### config.mk
export PLATFORM = sky130hd
export DESIGN_NAME = dly_tap_ctrl
export DESIGN_NICKNAME = d
export VERILOG_FILES = /design/src/rtl/dly_tap_pkg.sv /design/src/rtl/dly_req_decode.sv /design/src/rtl/dly_tap_reg.sv /design/src/rtl/dly_busy_timer.sv /design/src/rtl/dly_tap_ctrl.sv
export SDC_FILE = /design/constraint.sdc
export NUM_CORES = 1
export LEC_CHECK = 0
export ABC_AREA = 1
export BUFFER_PORTS_ARGS = -buffer_cell sky130_fd_sc_hd__buf_2
export CORE_MARGIN = 3
export CORE_UTILIZATION = 45
export DETAILED_ROUTE_END_ITERATION = 7
export HOLD_SLACK_MARGIN = 0.03
export PLACE_DENSITY = 0.72
export SLEW_MARGIN = 5
export SYNTH_ARGS = -nofsm -noshare
export SYNTH_HDL_FRONTEND = slang
export SYNTH_SLANG_ARGS = --single-unit
### constraint.sdc
create_clock -name clk -period 3.56 [get_ports clk]
set_input_delay 0.712 -clock clk [delete_from_list [all_inputs] [get_ports clk]]
set_output_delay 0.712 -clock clk [all_outputs]
set_load 0.05 [all_outputs]
### src/rtl/dly_tap_pkg.sv
package dly_tap_pkg;

  // Build-time behaviour of a lane
  typedef enum logic [1:0] {
    DLY_FIXED    = 2'd0,
    DLY_STEP     = 2'd1,
    DLY_LOADABLE = 2'd2
  } dly_mode_e;

  // Decoded operation applied to the tap register in one cycle
  typedef enum logic [1:0] {
    OP_NONE = 2'd0,
    OP_INC  = 2'd1,
    OP_DEC  = 2'd2,
    OP_LOAD = 2'd3
  } dly_op_e;

endpackage

### src/rtl/dly_req_decode.sv
module dly_req_decode
  import dly_tap_pkg::*;
#(
  parameter dly_mode_e MODE = DLY_LOADABLE
) (
  input  logic    ce,
  input  logic    inc,
  input  logic    ld,
  input  logic    busy,
  output dly_op_e op
);

  generate
    if (MODE == DLY_FIXED) begin : g_fixed
      // every control input is dropped
      logic unused_ok;
      assign unused_ok = ce ^ inc ^ ld ^ busy;
      assign op = OP_NONE;
    end else if (MODE == DLY_STEP) begin : g_step
      logic unused_ok;
      assign unused_ok = ld;
      always_comb begin
        op = OP_NONE;
        if (!busy && ce) op = inc ? OP_INC : OP_DEC;
      end
    end else begin : g_load
      // load outranks stepping in the same cycle
      always_comb begin
        op = OP_NONE;
        if (!busy) begin
          if (ld)      op = OP_LOAD;
          else if (ce) op = inc ? OP_INC : OP_DEC;
        end
      end
    end
  endgenerate

endmodule

### src/rtl/dly_tap_reg.sv
module dly_tap_reg
  import dly_tap_pkg::*;
#(
  parameter int TAP_W    = 5,
  parameter int INIT_TAP = 0
) (
  input  logic             clk,
  input  logic             rst,
  input  dly_op_e          op,
  input  logic [TAP_W-1:0] ld_val,
  output logic [TAP_W-1:0] tap
);

  localparam logic [TAP_W-1:0] TAP_TOP  = '1;
  localparam logic [TAP_W-1:0] TAP_BOT  = '0;
  localparam logic [TAP_W-1:0] TAP_INIT = TAP_W'(INIT_TAP);

  logic [TAP_W-1:0] tap_q;
  logic [TAP_W-1:0] tap_d;

  always_comb begin
    tap_d = tap_q;
    unique case (op)
      OP_INC:  if (tap_q != TAP_TOP) tap_d = tap_q + 1'b1;
      OP_DEC:  if (tap_q != TAP_BOT) tap_d = tap_q - 1'b1;
      OP_LOAD: tap_d = ld_val;
      default: tap_d = tap_q;
    endcase
  end

  always_ff @(posedge clk) begin
    if (rst) tap_q <= TAP_INIT;
    else     tap_q <= tap_d;
  end

  assign tap = tap_q;

endmodule

### src/rtl/dly_busy_timer.sv
module dly_busy_timer #(
  parameter int BUSY_CYC = 2
) (
  input  logic clk,
  input  logic rst,
  input  logic start,
  output logic busy
);

  generate
    if (BUSY_CYC == 0) begin : g_none
      logic unused_ok;
      assign unused_ok = clk ^ rst ^ start;
      assign busy = 1'b0;
    end else begin : g_cnt
      localparam int CNT_W = $clog2(BUSY_CYC + 1);
      localparam logic [CNT_W-1:0] CNT_LOAD = CNT_W'(BUSY_CYC);

      logic [CNT_W-1:0] cnt_q;

      always_ff @(posedge clk) begin
        if (rst)                cnt_q <= '0;
        else if (start)         cnt_q <= CNT_LOAD;
        else if (cnt_q != '0)   cnt_q <= cnt_q - 1'b1;
      end

      assign busy = (cnt_q != '0);
    end
  endgenerate

endmodule

### src/rtl/dly_tap_ctrl.sv
module dly_tap_ctrl
  import dly_tap_pkg::*;
#(
  parameter int        TAP_W    = 5,
  parameter int        INIT_TAP = 0,
  parameter int        BUSY_CYC = 2,
  parameter dly_mode_e MODE     = DLY_LOADABLE
) (
  input  logic             clk,
  input  logic             rst,
  input  logic             ce,
  input  logic             inc,
  input  logic             ld,
  input  logic [TAP_W-1:0] ld_val,
  output logic [TAP_W-1:0] tap_out,
  output logic             busy
);

  dly_op_e op;
  logic    accept;
  logic    busy_w;

  dly_req_decode #(
    .MODE (MODE)
  ) u_decode (
    .ce   (ce),
    .inc  (inc),
    .ld   (ld),
    .busy (busy_w),
    .op   (op)
  );

  assign accept = (op != OP_NONE);

  dly_tap_reg #(
    .TAP_W    (TAP_W),
    .INIT_TAP (INIT_TAP)
  ) u_tap (
    .clk    (clk),
    .rst    (rst),
    .op     (op),
    .ld_val (ld_val),
    .tap    (tap_out)
  );

  dly_busy_timer #(
    .BUSY_CYC (BUSY_CYC)
  ) u_busy (
    .clk   (clk),
    .rst   (rst),
    .start (accept),
    .busy  (busy_w)
  );

  assign busy = busy_w;

endmodule

# After elaboration in Yosys (flattened, before gate mapping)
# Cells that the tools add are included.
[classes] n_mux=9 n_eq_ne=6 addsub=3 reduce_logical=7
[op_table] operator="5-bit case mux with 3 select lines" count=1
[op_table] operator="2-bit 2-to-1 mux" count=6
[op_table] operator="5-bit 2-to-1 mux" count=2
[op_table] operator="2-bit nonzero test" count=3
[op_table] operator="5-bit by 1-bit adder with 5-bit output, second input constant" count=1
[op_table] operator="5-bit inequality test, second input constant" count=1
[op_table] operator="5-bit nonzero test" count=1
[op_table] operator="5-bit by 1-bit subtractor with 5-bit output, second input constant" count=1
[op_table] operator="2-bit == test, second input constant" count=2
[op_table] operator="2-bit by 1-bit inequality test with 1-bit output, second input constant" count=2
[op_table] operator="3-bit AND reduction" count=1
[op_table] operator="3-bit nonzero test" count=1
[op_table] operator="2-bit by 1-bit == test with 1-bit output, second input constant" count=1
[op_table] operator="2-bit OR reduction" count=1
[op_table] operator="2-bit by 1-bit subtractor with 2-bit output, second input constant" count=1
[totals] output_inout_bits=6 input_bits=10 elab_cells=28 regBits=7

# Longest topological paths before layout
[logic_depth] ltp_word=7 ltp_mapped=14

# By module
# Synthesis repeated with hierarchy kept, for this count alone.
[hier_totals] cells_unflattened=97 hier_area_um2=556.8
[by_module_without_submodules] module="dly_tap_reg" cells_each=76 area_each_um2=435.4 instances=1 seq_area_each_um2=100.1
[by_module_without_submodules] module="dly_busy_timer" cells_each=12 area_each_um2=81.3 instances=1 seq_area_each_um2=40.0
[by_module_without_submodules] module="dly_req_decode" cells_each=6 area_each_um2=28.8 instances=1 seq_area_each_um2=0.0
[by_module_without_submodules] module="dly_tap_ctrl" cells_each=3 area_each_um2=11.3 instances=1 seq_area_each_um2=0.0

# Worst setup path after synthesis
# Ideal clock, no wire load.
[synth_path] kind="input port to flip-flop" from="input port inc" to="register u_tap.tap_q[4] (netlist: u_tap.tap[4])" t_required_ps=3445 arrival_ps=1809 setup_ps=115 n_path_buf=0 stages=13 path_slack_ps=1636 cell_sequence="inv_1 nand4_4 nor2_1 nor2_1 ha_1 inv_1 nand2_2 nand3_2 nand2_1 nand2_1 nand3_1 nand2_1 a21oi_2"
[synth_via] elab_chain_len=7 word_cells_on_any_way=12 classes_between="eq/ne: 5; mux: 5; reduce/logical: 2"
[synth_lines] item="start, declared" line="dly_tap_ctrl.sv:12" rtl="input logic inc,"
[synth_lines] item="2-bit 2-to-1 mux (*) (2 in a row)" line="dly_req_decode.sv:32" rtl="else if (ce) op = inc ? OP_INC : OP_DEC;"
[synth_lines] item="2-bit 2-to-1 mux (*)" line="dly_req_decode.sv:31" rtl="if (ld) op = OP_LOAD;"
[synth_lines] item="2-bit 2-to-1 mux (*)" line="dly_req_decode.sv:30" rtl="if (!busy) begin"
[synth_lines] item="2-bit == test / 2-bit by 1-bit == test with 1-bit output (equally long branches)" line="dly_tap_reg.sv:23" rtl="unique case (op)"
[synth_lines] item="2-bit by 1-bit inequality test with 1-bit output (no source line) / 3-bit nonzero test (equally long branches)"
[synth_lines] item="3-bit AND reduction (no source line)"
[synth_lines] item="end signal, assigned" line="dly_tap_reg.sv:33" rtl="else tap_q <= tap_d;"
[synth_lines] item="end, declared" line="dly_tap_reg.sv:18" rtl="logic [TAP_W-1:0] tap_q;"
# Every way passes the cells marked *; elsewhere a longest branch is shown, timed or not.
# A chain may end at the register's enable or synchronous reset.

# Final worst setup path
[layout_path] from="input port ld" to="register u_tap.tap_q[4] (netlist: u_tap.tap[4])"
[layout_via] elab_chain_len=5 word_cells_on_any_way=10 classes_between="eq/ne: 5; mux: 3; reduce/logical: 2"
[layout_lines] item="start, declared" line="dly_tap_ctrl.sv:13" rtl="input logic ld,"
[layout_lines] item="2-bit 2-to-1 mux (*)" line="dly_req_decode.sv:31"
[layout_lines] item="2-bit 2-to-1 mux (*)" line="dly_req_decode.sv:30"
[layout_lines] item="2-bit == test / 2-bit by 1-bit == test with 1-bit output (equally long branches)" line="dly_tap_reg.sv:23"
[layout_lines] item="2-bit by 1-bit inequality test with 1-bit output (no source line) / 3-bit nonzero test (equally long branches)"
[layout_lines] item="3-bit AND reduction (no source line)"
# Marked as above.

==> impl_metrics.tcl <==
set metrics [dict create \
    timing.setup.tns_ps 0 \
    antenna_found_initial 0 \
    start_util_pct 51.07 \
    initialDrtViolationCount 5 \
    final_cell_mix "nand2_1, buf_2, inv_1" \
    layout_commonest_cell "nand2_1" \
    grt_pass1_vias 576 \
    wirelength_um 1291 \
    synth_area_per_cell_sq_um 6.501 \
    design_area_sq_um 716.9 \
    die_w_um 42.46 \
    total_power_mw 0.3472 \
    clk_pin_slew_ps 50 \
    area_growth_pct 19.87 \
    critPathLaunchType "input pin" \
    timing.final.crit_share_pct 54.48 \
    setup_viol 0 \
    nets 123 \
    maxSlewViolCount 0 \
    rsz0062_at_grt "false" \
    path_class "in2reg" \
    drt_pre_antenna_iters 3 \
    netlist_area_sq_um 598.1 \
    period_needed_ps 1940 \
    final_hold_viol_count 0 \
    root_buffer "clkbuf_4" \
    crit_arrival_ps 2090 \
    core_sq_mm 0.001171 \
    slowest_delay_ps 200 \
    endpoint_kind "flip-flop" \
    status "complete, no violations" \
    ir_drop_mv 0.2640 \
    postSynthCellCount 92 \
    cts_inserted_buffers 3 \
    worstPathRequired_ps 3710 \
    ant_nets 0 \
    p_leak_nw 0.3432 \
    power.density_mw_per_mm2 484.3 \
    seq_area_frac_synth_pct 23.43 \
    cts_hold_buffers 0 \
    hpwl_um 1063 \
    cpMaxStageDelayCell "nor2_1" \
    syn-num-nets 103 \
    ys_seq_elements 7 \
    cts_resized 0 \
    die_height_um 42.46 \
    min_path_type "reg2reg" \
    place_congestion 0.7729 \
    vias_per_cell 5.088 \
    drc 0 \
    place_area_sq_um 690.7 \
    cts_tree "done" \
    grt-ovfl-total 0 \
    fmax_ghz 0.5156 \
    htreeDepth 1 \
    antenna_cells 0 \
    yosys_warnings 0 \
    crit_chain "buf_2 > inv_2 > nand4_4 > nor2_1 > nor2_1 > ha_1 > inv_1 > nand2_2 > nand3_2 > nand2_1 > nand2_1 > nand3_1 > nand2_1 > a21oi_2" \
    clk_latency_ps 260 \
    synth_cell_type_count 21 \
    clockBufferDepth 2 \
    dieArea_sq_mm 0.001802 \
    path_common_cell "nand2_1" \
    via_count 636 \
    grt_max_degree 8 \
    rows 12 \
    clock_sinks 7 \
    postCtsSetupBuffers 0 \
    drv_cap 0 \
    final_layout_size_suffix_gt1_share_pct 33.33 \
    wl_per_cell_um 10.33 \
    tightest_slew_ps 250.6 \
    ios 16 \
    skew_ps 4.932 \
    io_buffers 15 \
    slew_headroom_pct 83.27 \
    grtUsageTotal_pct 17.22 \
    grt_pass1_wl_um 2332 \
    cp_max_fo 7 \
]
==> Yosys cell counts <==
cell type	number	area [sq um]
nand2_1	16	60.06
inv_1	13	48.80
nand3_1	12	60.06
nor2_1	8	30.03
dfxtp_1	7	140.1
nand2_2	5	31.28
inv_2	4	15.01
a21oi_1	3	15.01
a31oi_1	3	18.77
nor2_2	3	18.77
o21ai_0	3	15.01
o21ai_1	3	15.01
a21oi_2	2	17.52
nand3_2	2	20.02
nor4_1	2	12.51
a31oi_4	1	21.27
ha_1	1	12.51
nand4_4	1	21.27
nor2_4	1	11.26
nor3_1	1	5.000
xor2_1	1	8.760
==> cell families (layout without fill, tap and decap cells) <==
family / count (synthesis) / after routing / synth area share [%]
flip-flops: 7 / 7 / 23.43
AO/OA/AOI/OAI: 15 / 15 / 17.15
XOR/XNOR: 1 / 1 / 1.465
buffers and inverters: 17 / 36 / 10.67
AND/OR/NAND/NOR: 51 / 51 / 45.19
adder cells (fa/ha/maj): 1 / 1 / 2.092
==> path summary, 6_finish.rpt <==
kind | start | endpoint | slack, ps | cells past startpoint
worst max register to register | u_busy.g_cnt.cnt_q[1] | u_tap.tap[4] | 1820 | 13
worst min-delay path | u_tap.tap[4] | u_tap.tap[4] | 490 | 2
worst max-delay path | ld | u_tap.tap[4] | 1620 | 14
worst min register to register | u_tap.tap[4] | u_tap.tap[4] | 490 | 2
==> report_power, final <==
group / internal [mW] / total [mW] / switching, mW
registers: 0.0910 / 0.109 / 0.0178
logic: 0.0499 / 0.164 / 0.114
clock network: 0.0429 / 0.0746 / 0.0317
==> registers in the layout, indices dropped and copies added (netlist names) <==
register	cells
u_tap.tap	5
u_busy.g_cnt.cnt_q	2
==> metal layers <==
layer  wire (um)  global-route usage [%]  part of all wire (%)
met1         605                   19.44                    47
met3          92                   8.584                   7.1
met4          17                   7.453                   1.3
met2         575                   27.05                    45
met5           0                       0                     0
==> cell type report <==
class | instances | area, sq um
Timing Repair Buffer | 15 | 75.07
Fill cell | 110 | 454.2
Clock buffer | 4 | 26.28
Tap cell | 14 | 17.52
Inverter | 17 | 63.81
Multi-Input combinational cell | 68 | 394.1
Sequential cell | 7 | 140.1
==> critical path: cells and delay by family <==
family                     cells  cell delay, ps
and+or+nand+nor                9             870
buffers and inverters          3             290
AOI/OAI and AO/OA              1              50
adders and majority gates      1             180
==> metrics by stage <==
stage | worst slack [ps] | hold slack, ps | cells | utilization [%]
3_5_place_dp | 1366 | 488.2 | 121 | 58.97
6_report | 1620 | 490.7 | 125 | 61.22
5_1_grt | 1440 | 517.9 | 125 | 61.22
4_1_cts | 1637 | 495.4 | 125 | 61.22
3_3_place_gp | 1415 | 481.7 | 121 | 58.97
2_1_floorplan | 1636 | 483.1 | 92 | -
(Power assumes the default switching activity.)
